`src/rtl/slave_timer_pkg.sv`:
```
package slave_timer_pkg;

  typedef enum logic [2:0] {
    MODE_FREE   = 3'd0,
    MODE_ENC_A  = 3'd1,
    MODE_ENC_B  = 3'd2,
    MODE_ENC_AB = 3'd3,
    MODE_RESTART= 3'd4,
    MODE_GATED  = 3'd5,
    MODE_START  = 3'd6,
    MODE_EDGECK = 3'd7
  } slvMode_e;

  // strobes from control to datapath, valid for one cycle
  typedef struct packed {
    logic stepUp;
    logic stepDown;
    logic clear;
    logic evt;
  } tmrStrobe_t;

endpackage

```
`src/rtl/slave_timer_ctrl.sv`:
```
module slave_timer_ctrl
  import slave_timer_pkg::*;
#(
  parameter int N_INT_TRIG = 4
) (
  input  logic                  clk,
  input  logic                  rst_n,
  input  logic                  cntEn,
  input  logic [2:0]            modeSel,
  input  logic [2:0]            trigSel,
  input  logic                  syncDelay,
  input  logic                  chanA,
  input  logic                  chanB,
  input  logic                  chanAEdge,
  input  logic [N_INT_TRIG-1:0] intTrig,
  input  logic                  extTrig,
  output tmrStrobe_t            strb
);

  localparam int SEL_W = $clog2(N_INT_TRIG + 4);

  slvMode_e mode;
  logic     prevA, prevB;
  logic     trgi, trgiDly, effLevel, effPrev, effRise;
  logic     runFlag;
  logic     aEdge, bEdge, levelsEq;

  assign mode = slvMode_e'(modeSel);

  // trigger source mux
  always_comb begin
    trgi = 1'b0;
    if (int'(trigSel) < N_INT_TRIG) begin
      trgi = intTrig[trigSel[SEL_W-2:0]];
    end else begin
      case (trigSel)
        3'd4:    trgi = chanAEdge;
        3'd5:    trgi = chanA;
        3'd6:    trgi = chanB;
        default: trgi = extTrig;
      endcase
    end
  end

  assign effLevel = syncDelay ? trgiDly : trgi;
  assign effRise  = effLevel & ~effPrev;
  assign aEdge    = chanA ^ prevA;
  assign bEdge    = chanB ^ prevB;
  assign levelsEq = (chanA == chanB);

  always_ff @(posedge clk or negedge rst_n) begin
    if (!rst_n) begin
      prevA   <= 1'b0;
      prevB   <= 1'b0;
      trgiDly <= 1'b0;
      effPrev <= 1'b0;
      runFlag <= 1'b0;
    end else begin
      prevA   <= chanA;
      prevB   <= chanB;
      trgiDly <= trgi;
      effPrev <= effLevel;
      runFlag <= (mode == MODE_START) && (runFlag || effRise);
    end
  end

  always_comb begin
    strb = '0;
    strb.evt = effRise;
    case (mode)
      MODE_FREE: strb.stepUp = cntEn;
      MODE_ENC_A: if (cntEn && aEdge) begin
        strb.stepUp   = levelsEq;
        strb.stepDown = !levelsEq;
      end
      MODE_ENC_B: if (cntEn && bEdge) begin
        strb.stepUp   = levelsEq;
        strb.stepDown = !levelsEq;
      end
      MODE_ENC_AB: if (cntEn && (aEdge ^ bEdge)) begin
        strb.stepUp   = aEdge ? levelsEq : !levelsEq;
        strb.stepDown = aEdge ? !levelsEq : levelsEq;
      end
      MODE_RESTART: begin
        strb.stepUp = cntEn;
        strb.clear  = effRise;
      end
      MODE_GATED:  strb.stepUp = cntEn && effLevel;
      MODE_START:  strb.stepUp = runFlag || effRise;
      MODE_EDGECK: strb.stepUp = cntEn && effRise;
      default: ;
    endcase
  end

  // never up and down together
  a_r4_one_dir: assert property (@(posedge clk) disable iff (!rst_n)
    $onehot0({strb.stepUp, strb.stepDown}));

  // simultaneous channel changes in dual-edge mode give no step
  a_r6_no_double: assert property (@(posedge clk) disable iff (!rst_n)
    (mode == MODE_ENC_AB && aEdge && bEdge) |-> !(strb.stepUp || strb.stepDown));

  // a raw rising trigger surfaces exactly one clock later when delayed
  a_r12_delay: assert property (@(posedge clk) disable iff (!rst_n)
    (syncDelay && trgi && !trgiDly) |=> (!syncDelay || strb.evt));

endmodule

```
`src/rtl/slave_timer_dp.sv`:
```
module slave_timer_dp
  import slave_timer_pkg::*;
#(
  parameter int CNT_W = 16
) (
  input  logic             clk,
  input  logic             rst_n,
  input  tmrStrobe_t       strb,
  input  logic [CNT_W-1:0] reloadVal,
  output logic [CNT_W-1:0] count,
  output logic             dirDown,
  output logic             updPulse,
  output logic             trgOut
);

  localparam logic [CNT_W-1:0] ONE = CNT_W'(1);

  always_ff @(posedge clk or negedge rst_n) begin
    if (!rst_n) begin
      count    <= '0;
      dirDown  <= 1'b0;
      updPulse <= 1'b0;
      trgOut   <= 1'b0;
    end else begin
      updPulse <= 1'b0;
      trgOut   <= strb.evt;
      if (strb.clear) begin
        count    <= '0;
        dirDown  <= 1'b0;
        updPulse <= 1'b1;
      end else if (strb.stepUp) begin
        dirDown <= 1'b0;
        if (count >= reloadVal) begin
          count    <= '0;
          updPulse <= 1'b1;
        end else begin
          count <= count + ONE;
        end
      end else if (strb.stepDown) begin
        dirDown <= 1'b1;
        if (count == '0) begin
          count    <= reloadVal;
          updPulse <= 1'b1;
        end else begin
          count <= count - ONE;
        end
      end
    end
  end

  a_r3_up_wrap: assert property (@(posedge clk) disable iff (!rst_n)
    (strb.stepUp && !strb.clear && count >= reloadVal) |=> (count == '0 && updPulse));

  a_r3_down_wrap: assert property (@(posedge clk) disable iff (!rst_n)
    (strb.stepDown && !strb.clear && count == '0)
      |=> (count == $past(reloadVal) && updPulse && dirDown));

  a_r7_clear_wins: assert property (@(posedge clk) disable iff (!rst_n)
    strb.clear |=> (count == '0 && updPulse && !dirDown));

endmodule

```
`src/rtl/slave_timer.sv`:
```
module slave_timer
  import slave_timer_pkg::*;
#(
  parameter int CNT_W = 16
) (
  input  logic             clk,
  input  logic             rst_n,
  input  logic             cntEn,
  input  logic [2:0]       modeSel,
  input  logic [2:0]       trigSel,
  input  logic             syncDelay,
  input  logic [CNT_W-1:0] reloadVal,
  input  logic             chanA,
  input  logic             chanB,
  input  logic             chanAEdge,
  input  logic [3:0]       intTrig,
  input  logic             extTrig,
  output logic [CNT_W-1:0] count,
  output logic             dirDown,
  output logic             updPulse,
  output logic             trgOut
);

  tmrStrobe_t strb;

  slave_timer_ctrl #(.N_INT_TRIG(4)) u_ctrl (
    .clk(clk), .rst_n(rst_n), .cntEn(cntEn), .modeSel(modeSel),
    .trigSel(trigSel), .syncDelay(syncDelay), .chanA(chanA), .chanB(chanB),
    .chanAEdge(chanAEdge), .intTrig(intTrig), .extTrig(extTrig), .strb(strb)
  );

  slave_timer_dp #(.CNT_W(CNT_W)) u_dp (
    .clk(clk), .rst_n(rst_n), .strb(strb), .reloadVal(reloadVal),
    .count(count), .dirDown(dirDown), .updPulse(updPulse), .trgOut(trgOut)
  );

endmodule

```
`config.mk`:
```
export PLATFORM = sky130hd
export DESIGN_NAME = slave_timer
export DESIGN_NICKNAME = d
export VERILOG_FILES = /design/src/rtl/slave_timer_pkg.sv /design/src/rtl/slave_timer_ctrl.sv /design/src/rtl/slave_timer_dp.sv /design/src/rtl/slave_timer.sv
export SDC_FILE = /design/constraint.sdc
export NUM_CORES = 1
export LEC_CHECK = 0
export BUFFER_PORTS_ARGS = -buffer_cell sky130_fd_sc_hd__buf_2
export CAP_MARGIN = 0
export CORE_AREA = 5 5 77 79
export CTS_BUF_LIST = sky130_fd_sc_hd__clkbuf_16
export CTS_CLUSTER_SIZE = 8
export DETAILED_ROUTE_END_ITERATION = 12
export DIE_AREA = 0 0 82 84
export PLACE_DENSITY = 0.74
export SETUP_SLACK_MARGIN = 0.5
export SYNTH_ARGS = -nofsm -noshare
export SYNTH_HDL_FRONTEND = slang
export SYNTH_SLANG_ARGS = --single-unit
```
`constraint.sdc`:
```
create_clock -name clk -period 2.6 [get_ports clk]
set_input_delay 0.26 -clock clk [delete_from_list [all_inputs] [get_ports clk]]
set_output_delay 0.26 -clock clk [all_outputs]
set_load 0.01 [all_outputs]
```
==> results of run 1 <==
[state kept, by name, summed over array words and instances, names as in the netlist]
signal,flops
u_dp.count,16
u_ctrl.effPrev,1
u_ctrl.prevA,1
u_ctrl.prevB,1
u_ctrl.runFlag,1
u_ctrl.trgiDly,1
u_dp.dirDown,1
u_dp.trgOut,1
u_dp.updPulse,1
[routing by layer]
layer	wire length, µm	global-route usage	vias up
met1	3250	0.318	1279
met5	0	0	-
met4	172	0.0740	0
li1	-	-	1303
met2	3500	0.335	128
met3	593	0.0216	15
[layout by cell type (no fill, tap or decap), types with 5 or more instances in the layout]
cell type	count
dfrtp_1	20
nand2_1	23
o22ai_1	5
a211o_1	7
a21oi_1	13
inv_1	22
nor3_1	7
xnor2_1	5
and3_1	8
a22o_1	5
nor2_1	27
xor2_1	7
ha_1	18
o21ai_1	5
a211oi_1	6
nand3_1	7
nand2b_1	5
buf_4	25
buf_2	52
o21ai_0	7
[worst max-delay path, cell delays in order (launching register included)]
cell	delay (ns)
dfrtp_2	0.44
inv_4	0.09
ha_4	0.20
or3b_4	0.36
o2111ai_2	0.07
a31oi_1	0.13
o31a_1	0.33
or3_4	0.40
o32ai_2	0.24
a21o_1	0.13
[power by group through the flow]
stage                     Sequential [mW]  Clock, mW  Combinational [mW]
after global routing                0.674      0.370                2.03
after floorplan                     0.665          0                1.07
final                               0.652      0.346                1.85
after detailed placement            0.659          0                1.58
after global placement              0.655          0                1.55
after CTS                           0.659      0.352                1.71
[worst max path at each step]
stage                       start        endpoint  slack (ns)  cells after the start
global placement    u_dp.count[0]   u_dp.count[7]        0.20                      9
CTS                 u_dp.count[0]  u_dp.count[13]        0.26                      9
floorplan           u_dp.count[0]   u_dp.count[3]        0.22                     10
finish              u_dp.count[0]   u_dp.count[6]        0.15                      9
detailed placement          chanB   u_dp.count[4]        0.13                      8
global route        u_dp.count[0]   u_dp.count[6]        0.06                      9
[cell type report]
cell class	instances	area share
inverter	23	0.0271
sequential	24	0.185
timing repair buffer	82	0.159
tap	72	0.0275
clock buffer	3	0.0229
clock inverter	1	0.00114
multi-input combinational	249	0.578
[repair_timing]
action,4_1_cts,5_1_grt
pin swaps,3,7
cloned,3,0
buffers inserted,5,5
endpoints found under the setup margin,17,17
resized for setup,18,15
[cells by family after synthesis]
family,after synthesis,synth area share
AOI/OAI and AO/OA,90,0.260
xor gates and xnor gates,12,0.0419
adders and majority gates,19,0.0949
buffers and inverters,46,0.0769
DFF,24,0.240
muxes,5,0.0230
and+or+nand+nor,120,0.264
[metrics by stage]
stage,instances,util,cell area (µm²)
after floorplan,316,-,2580
after global placement,437,0.564,2970
after detailed placement,437,0.564,2970
after CTS,449,0.606,3200
after global routing,454,0.623,3280
final,454,0.623,3280
==> flow_metrics.py, run 1 <==
metrics = {
    "status": {
        "outcome": "complete, but fails checks",
        "violations": "negative hold slack",
    },
    "timing": {
        "clock.fmax_mhz": 408,
        "period_needed_ns": 2.45,
        "final.setup.tns_ns": 0,
        "finalCritPeriodShare": 0.943,
        "setup_viol": 0,
        "maxSlewHeadroom": 0.605,
        "fin_ws_ns": 0.147,
        "skew_ns": 0.00633,
        "hold_viol": 11,
        "tightest_slew_ns": 0.593,
        "hold_ws_ns": -0.00532,
        "rsz0062_at_grt": "true",
        "drv_slew": 0,
    },
    "synth": {
        "yosysUniqueCellTypes": 58,
        "async_reset_ff_frac": 1.00,
        "synthCells": 316,
        "ys.flop_type": "dfrtp_1",
        "ys_ff_latch": 24,
        "ys_seq_area_frac": 0.240,
        "synth_common_cells": "nor2_1 (28), dfrtp_1 (24), inv_1 (23), nand2_1 (23), ha_1 (19)",
        "yosys-top-cells-area": "dfrtp_1 (24%), ha_1 (9.5%), nor2_1 (4.2%)",
        "yosysTopAreaCell": "dfrtp_1",
        "syn_avg_cell_area_um2": 7.93,
        "synth_edf_count": 0,
        "synth.net_count": 369,
        "syn_area_um2": 2510,
        "synth_warnings": 0,
        "yosysMostFrequentCell": "nor2_1",
        "synth_top_area_share": 0.240,
    },
    "detailed_routing": {
        "ant_nets": 0,
        "drc": 0,
        "drt_iter0_drc": 216,
        "drt_first_pass_iters": 4,
        "routed_wl_mm": 7.52,
        "vias": 2725,
        "via_per_inst": 6.00,
        "routedWlPerCell_um": 16.6,
    },
    "finish": {
        "insertedDiodeCount": 0,
        "multiInputGateArea_um2": 1900,
        "drive_above_1_share": 0.338,
        "areaGrowthSynthToFinish_pct": 30.9,
        "fill_cells": 470,
        "final_nets": 436,
        "regArea_um2": 606,
    },
    "power_and_ir_drop": {
        "share_seq_of_total_power": 0.229,
        "total_power_mw": 2.85,
        "internal_power_mw": 1.55,
        "cellLeakagePower_nw": 1.58,
        "p_clk_frac": 0.122,
        "combPwrFrac": 0.650,
        "power_density_nw_per_um2": 869,
        "peakVddDrop_v": 0.000441,
        "p_sw_mw": 1.30,
        "swShare": 0.455,
    },
    "grt": {
        "grt_max_degree": 25,
        "grt_usage": 0.219,
        "antenna_found_initial": 0,
        "gr-total-overflow": 0,
        "grt_pass1_wl_mm": 12.0,
        "grt_pass1_vias": 2528,
    },
    "die": {
        "die_x_um": 82,
        "start_util": 0.476,
        "rows": 27,
        "io_pins": 53,
        "core_um2": 5270,
        "die_area_um2": 6890,
        "die_y_um": 84,
    },
    "worst_setup_path": {
        "rr_worst_depth": 9,
        "critPathCaptureType": "register",
        "start_kind": "register",
        "crit_required_ns": 2.80,
        "worst-path-max-fanout": 5,
        "timing.rr.end": "u_dp.count[6]",
        "arrival_ns": 2.65,
        "rr_startpoint": "u_dp.count[0]",
        "crit_type": "reg2reg",
        "r2r_slack_ns": 0.15,
    },
    "placement": {
        "place_congestion": 0.878,
        "pre_cts_ws_ns": 0.134,
        "place_hpwl_mm": 5.36,
        "port_buffers": 52,
    },
    "cts": {
        "cts_tree": "done",
        "numCtsBuffers": 3,
        "hold_buffers": 0,
        "clk_pin_slew_worst_paths_ns": 0.07,
        "clock_sinks": 24,
        "htreeDepth": 1,
        "clock_latency_ns": 0.26,
        "cts_root_buf": "clkbuf_16",
        "cts_buffer_depth": 2,
    },
    "flow_run": {
        "maxCapViolCount": 0,
    },
    "min_path": {
        "worstHoldPathType": "in2async",
    },
}
Note: power is estimated with default switching activity, not from simulation.
==> run 2: changes to the inputs <==
--- a/config.mk
+++ b/config.mk
@@ -7,12 +7,12 @@
 export LEC_CHECK = 0
 export BUFFER_PORTS_ARGS = -buffer_cell sky130_fd_sc_hd__buf_2
 export CAP_MARGIN = 0
-export CORE_AREA = 5 5 77 79
+export CORE_AREA = 5 5 73 75
 export CTS_BUF_LIST = sky130_fd_sc_hd__clkbuf_16
 export CTS_CLUSTER_SIZE = 8
 export DETAILED_ROUTE_END_ITERATION = 12
-export DIE_AREA = 0 0 82 84
-export PLACE_DENSITY = 0.74
+export DIE_AREA = 0 0 78 80
+export PLACE_DENSITY = 0.78
 export SETUP_SLACK_MARGIN = 0.5
 export SYNTH_ARGS = -nofsm -noshare
 export SYNTH_HDL_FRONTEND = slang
==> constraint.sdc (replaced) <==
create_clock -name clk -period 2.61 [get_ports clk]
set_input_delay 0.261 -clock clk [delete_from_list [all_inputs] [get_ports clk]]
set_output_delay 0.261 -clock clk [all_outputs]
set_load 0.01 [all_outputs]
==> run 2 against run 1 <==
  * The run still ends with negative hold slack left
  * Fmax up 2.3%
  * Die area down 9.4%
  * Wire length up 1.1%
  * Via count is 1.0% higher
  * Setup slack better by 0.065 ns
  * Final area is essentially flat
  * Global-route usage grew 2.5 points
  * Critical path type unchanged
  * Highest routed layer unchanged
==> flow_metrics.py, run 2 (synthesized netlist as in run 1, its figures left out) <==
metrics = {
    "status": {
        "outcome": "complete, but fails checks",
        "violations": "negative hold slack",
    },
    "timing": {
        "hold_viol": 5,
        "tightest_slew_ns": 0.583,
        "hold_ws_ns": -0.0123,
        "skew_ns": 0.00122,
        "period_needed_ns": 2.40,
        "drv_slew": 0,
        "finalCritPeriodShare": 0.919,
        "rsz0062_at_grt": "true",
        "maxSlewHeadroom": 0.611,
        "setup_viol": 0,
        "final.setup.tns_ns": 0,
        "clock.fmax_mhz": 417,
    },
    "finish": {
        "areaGrowthSynthToFinish_pct": 30.8,
        "drive_above_1_share": 0.362,
        "regArea_um2": 607,
        "largest_register_ffs": 16,
        "layout_common_cells": "buf_2 (52), buf_4 (34), nor2_1 (27)",
        "layout_commonest_cell": "buf_2",
        "fill_cells": 362,
        "insertedDiodeCount": 0,
        "final_nets": 441,
        "regMostFlops": "u_dp.count",
        "multiInputGateArea_um2": 1910,
    },
    "worst_setup_path": {
        "cp-endpoint": "u_dp.count[6]",
        "start_kind": "register",
        "critPathCaptureType": "register",
        "arrival_ns": 2.60,
        "worst-path-max-fanout": 5,
        "timing.rr.end": "u_dp.count[6]",
        "crit_path_start": "u_dp.count[0]",
        "rr_worst_depth": 9,
        "rr_startpoint": "u_dp.count[0]",
        "crit_type": "reg2reg",
        "crit_required_ns": 2.81,
        "r2r_slack_ns": 0.21,
    },
    "cts": {
        "clock_latency_ns": 0.26,
        "clk_pin_slew_worst_paths_ns": 0.06,
        "cts_root_buf": "clkbuf_16",
        "htreeDepth": 1,
        "cts_buffer_depth": 2,
        "clock_sinks": 24,
        "numCtsBuffers": 3,
        "cts_tree": "done",
    },
    "placement": {
        "place_hpwl_mm": 5.31,
        "port_buffers": 52,
        "place_congestion": 0.900,
    },
    "grt": {
        "antenna_found_initial": 0,
        "gr-total-overflow": 0,
        "grt_pass1_vias": 2636,
        "grt_pass1_wl_mm": 12.5,
        "grt_usage": 0.245,
        "grt_max_degree": 25,
    },
    "flow_run": {
        "maxCapViolCount": 0,
    },
    "power_and_ir_drop": {
        "peakVddDrop_v": 0.000572,
        "cellLeakagePower_nw": 1.61,
        "power_density_nw_per_um2": 879,
    },
    "detailed_routing": {
        "routedWlPerCell_um": 17.2,
        "drt_iter0_drc": 325,
        "ant_nets": 0,
        "drt_first_pass_iters": 5,
        "vias": 2753,
        "routed_wl_mm": 7.61,
        "drc": 0,
        "via_per_inst": 6.24,
    },
    "die": {
        "die_area_um2": 6240,
        "core_um2": 4600,
        "die_y_um": 80,
        "rows": 25,
        "start_util": 0.545,
        "die_x_um": 78,
        "io_pins": 53,
    },
    "min_path": {
        "worstHoldPathType": "in2async",
    },
}
==> run 2: cell types whose count changed in the layout (fill, tap and decap cells not counted), sizes merged <==
| cell | before | now |
|---|---|---|
| buf | 82 | 87 |
==> run 2: worst min path at each step <==
stage	start	to	slack [ns]	cells past startpoint
detailed placement	rst_n	u_dp.count[2]	0.29	1
global route	rst_n	u_dp.count[7]	0.05	1
finish	rst_n	u_dp.count[2]	-0.01	1
global placement	rst_n	u_dp.count[2]	0.29	1
floorplan	rst_n	u_ctrl.effPrev	-0.03	0
CTS	rst_n	u_dp.count[2]	0.01	1
==> run 2: power breakdown <==
| group | internal [mW] | switching [mW] |
|---|---|---|
| registers | 0.493 | 0.175 |
| clock network | 0.205 | 0.138 |
| logic | 0.868 | 1.00 |
==> run 2: repair_timing <==
action	CTS	global route
setup endpoints to repair	17	17
hold buffers	0	0
pin swaps	11	9
resized for setup	17	20
cloned	3	0
setup buffers	10	2
==> run 2: worst max-delay path, stage by stage (launching register included) <==
cell       delay, ns
dfrtp_2         0.43
inv_4           0.07
ha_4            0.19
or3b_4          0.36
o2111ai_2       0.07
a31oi_1         0.11
o31a_1          0.32
or3_4           0.46
o21ai_0         0.20
a21o_1          0.14
==> run 2: metrics by stage <==
step / cell area [µm²] / worst slack (ns) / power (mW) / instances / utilization
after detailed placement: 2960 / 0.0794 / 2.25 / 422 / 0.644
after floorplan: 2580 / 0.232 / 1.73 / 316 / -
after global routing: 3280 / 0.170 / 3.11 / 441 / 0.713
final: 3280 / 0.212 / 2.88 / 441 / 0.713
after CTS: 3200 / 0.213 / 2.76 / 439 / 0.696
after global placement: 2960 / 0.171 / 2.20 / 422 / 0.644
==> run 2: final cells by class <==
type,instances,share of cell area
timing repair buffer,87,0.161
clock inverter,1,0.00115
inverter,23,0.0271
clock buffer,3,0.0229
sequential,24,0.185
tap,54,0.0206
multi-input combinational,249,0.582
==> run 2: per-layer routing <==
| metal | vias to the layer above | GRT usage | wire [µm] |
|---|---|---|---|
| met5 | - | 0 | 0 |
| met1 | 1250 | 0.333 | 3140 |
| met4 | 0 | 0.0963 | 198 |
| met3 | 22 | 0.0361 | 770 |
| li1 | 1317 | - | - |
| met2 | 164 | 0.389 | 3490 |
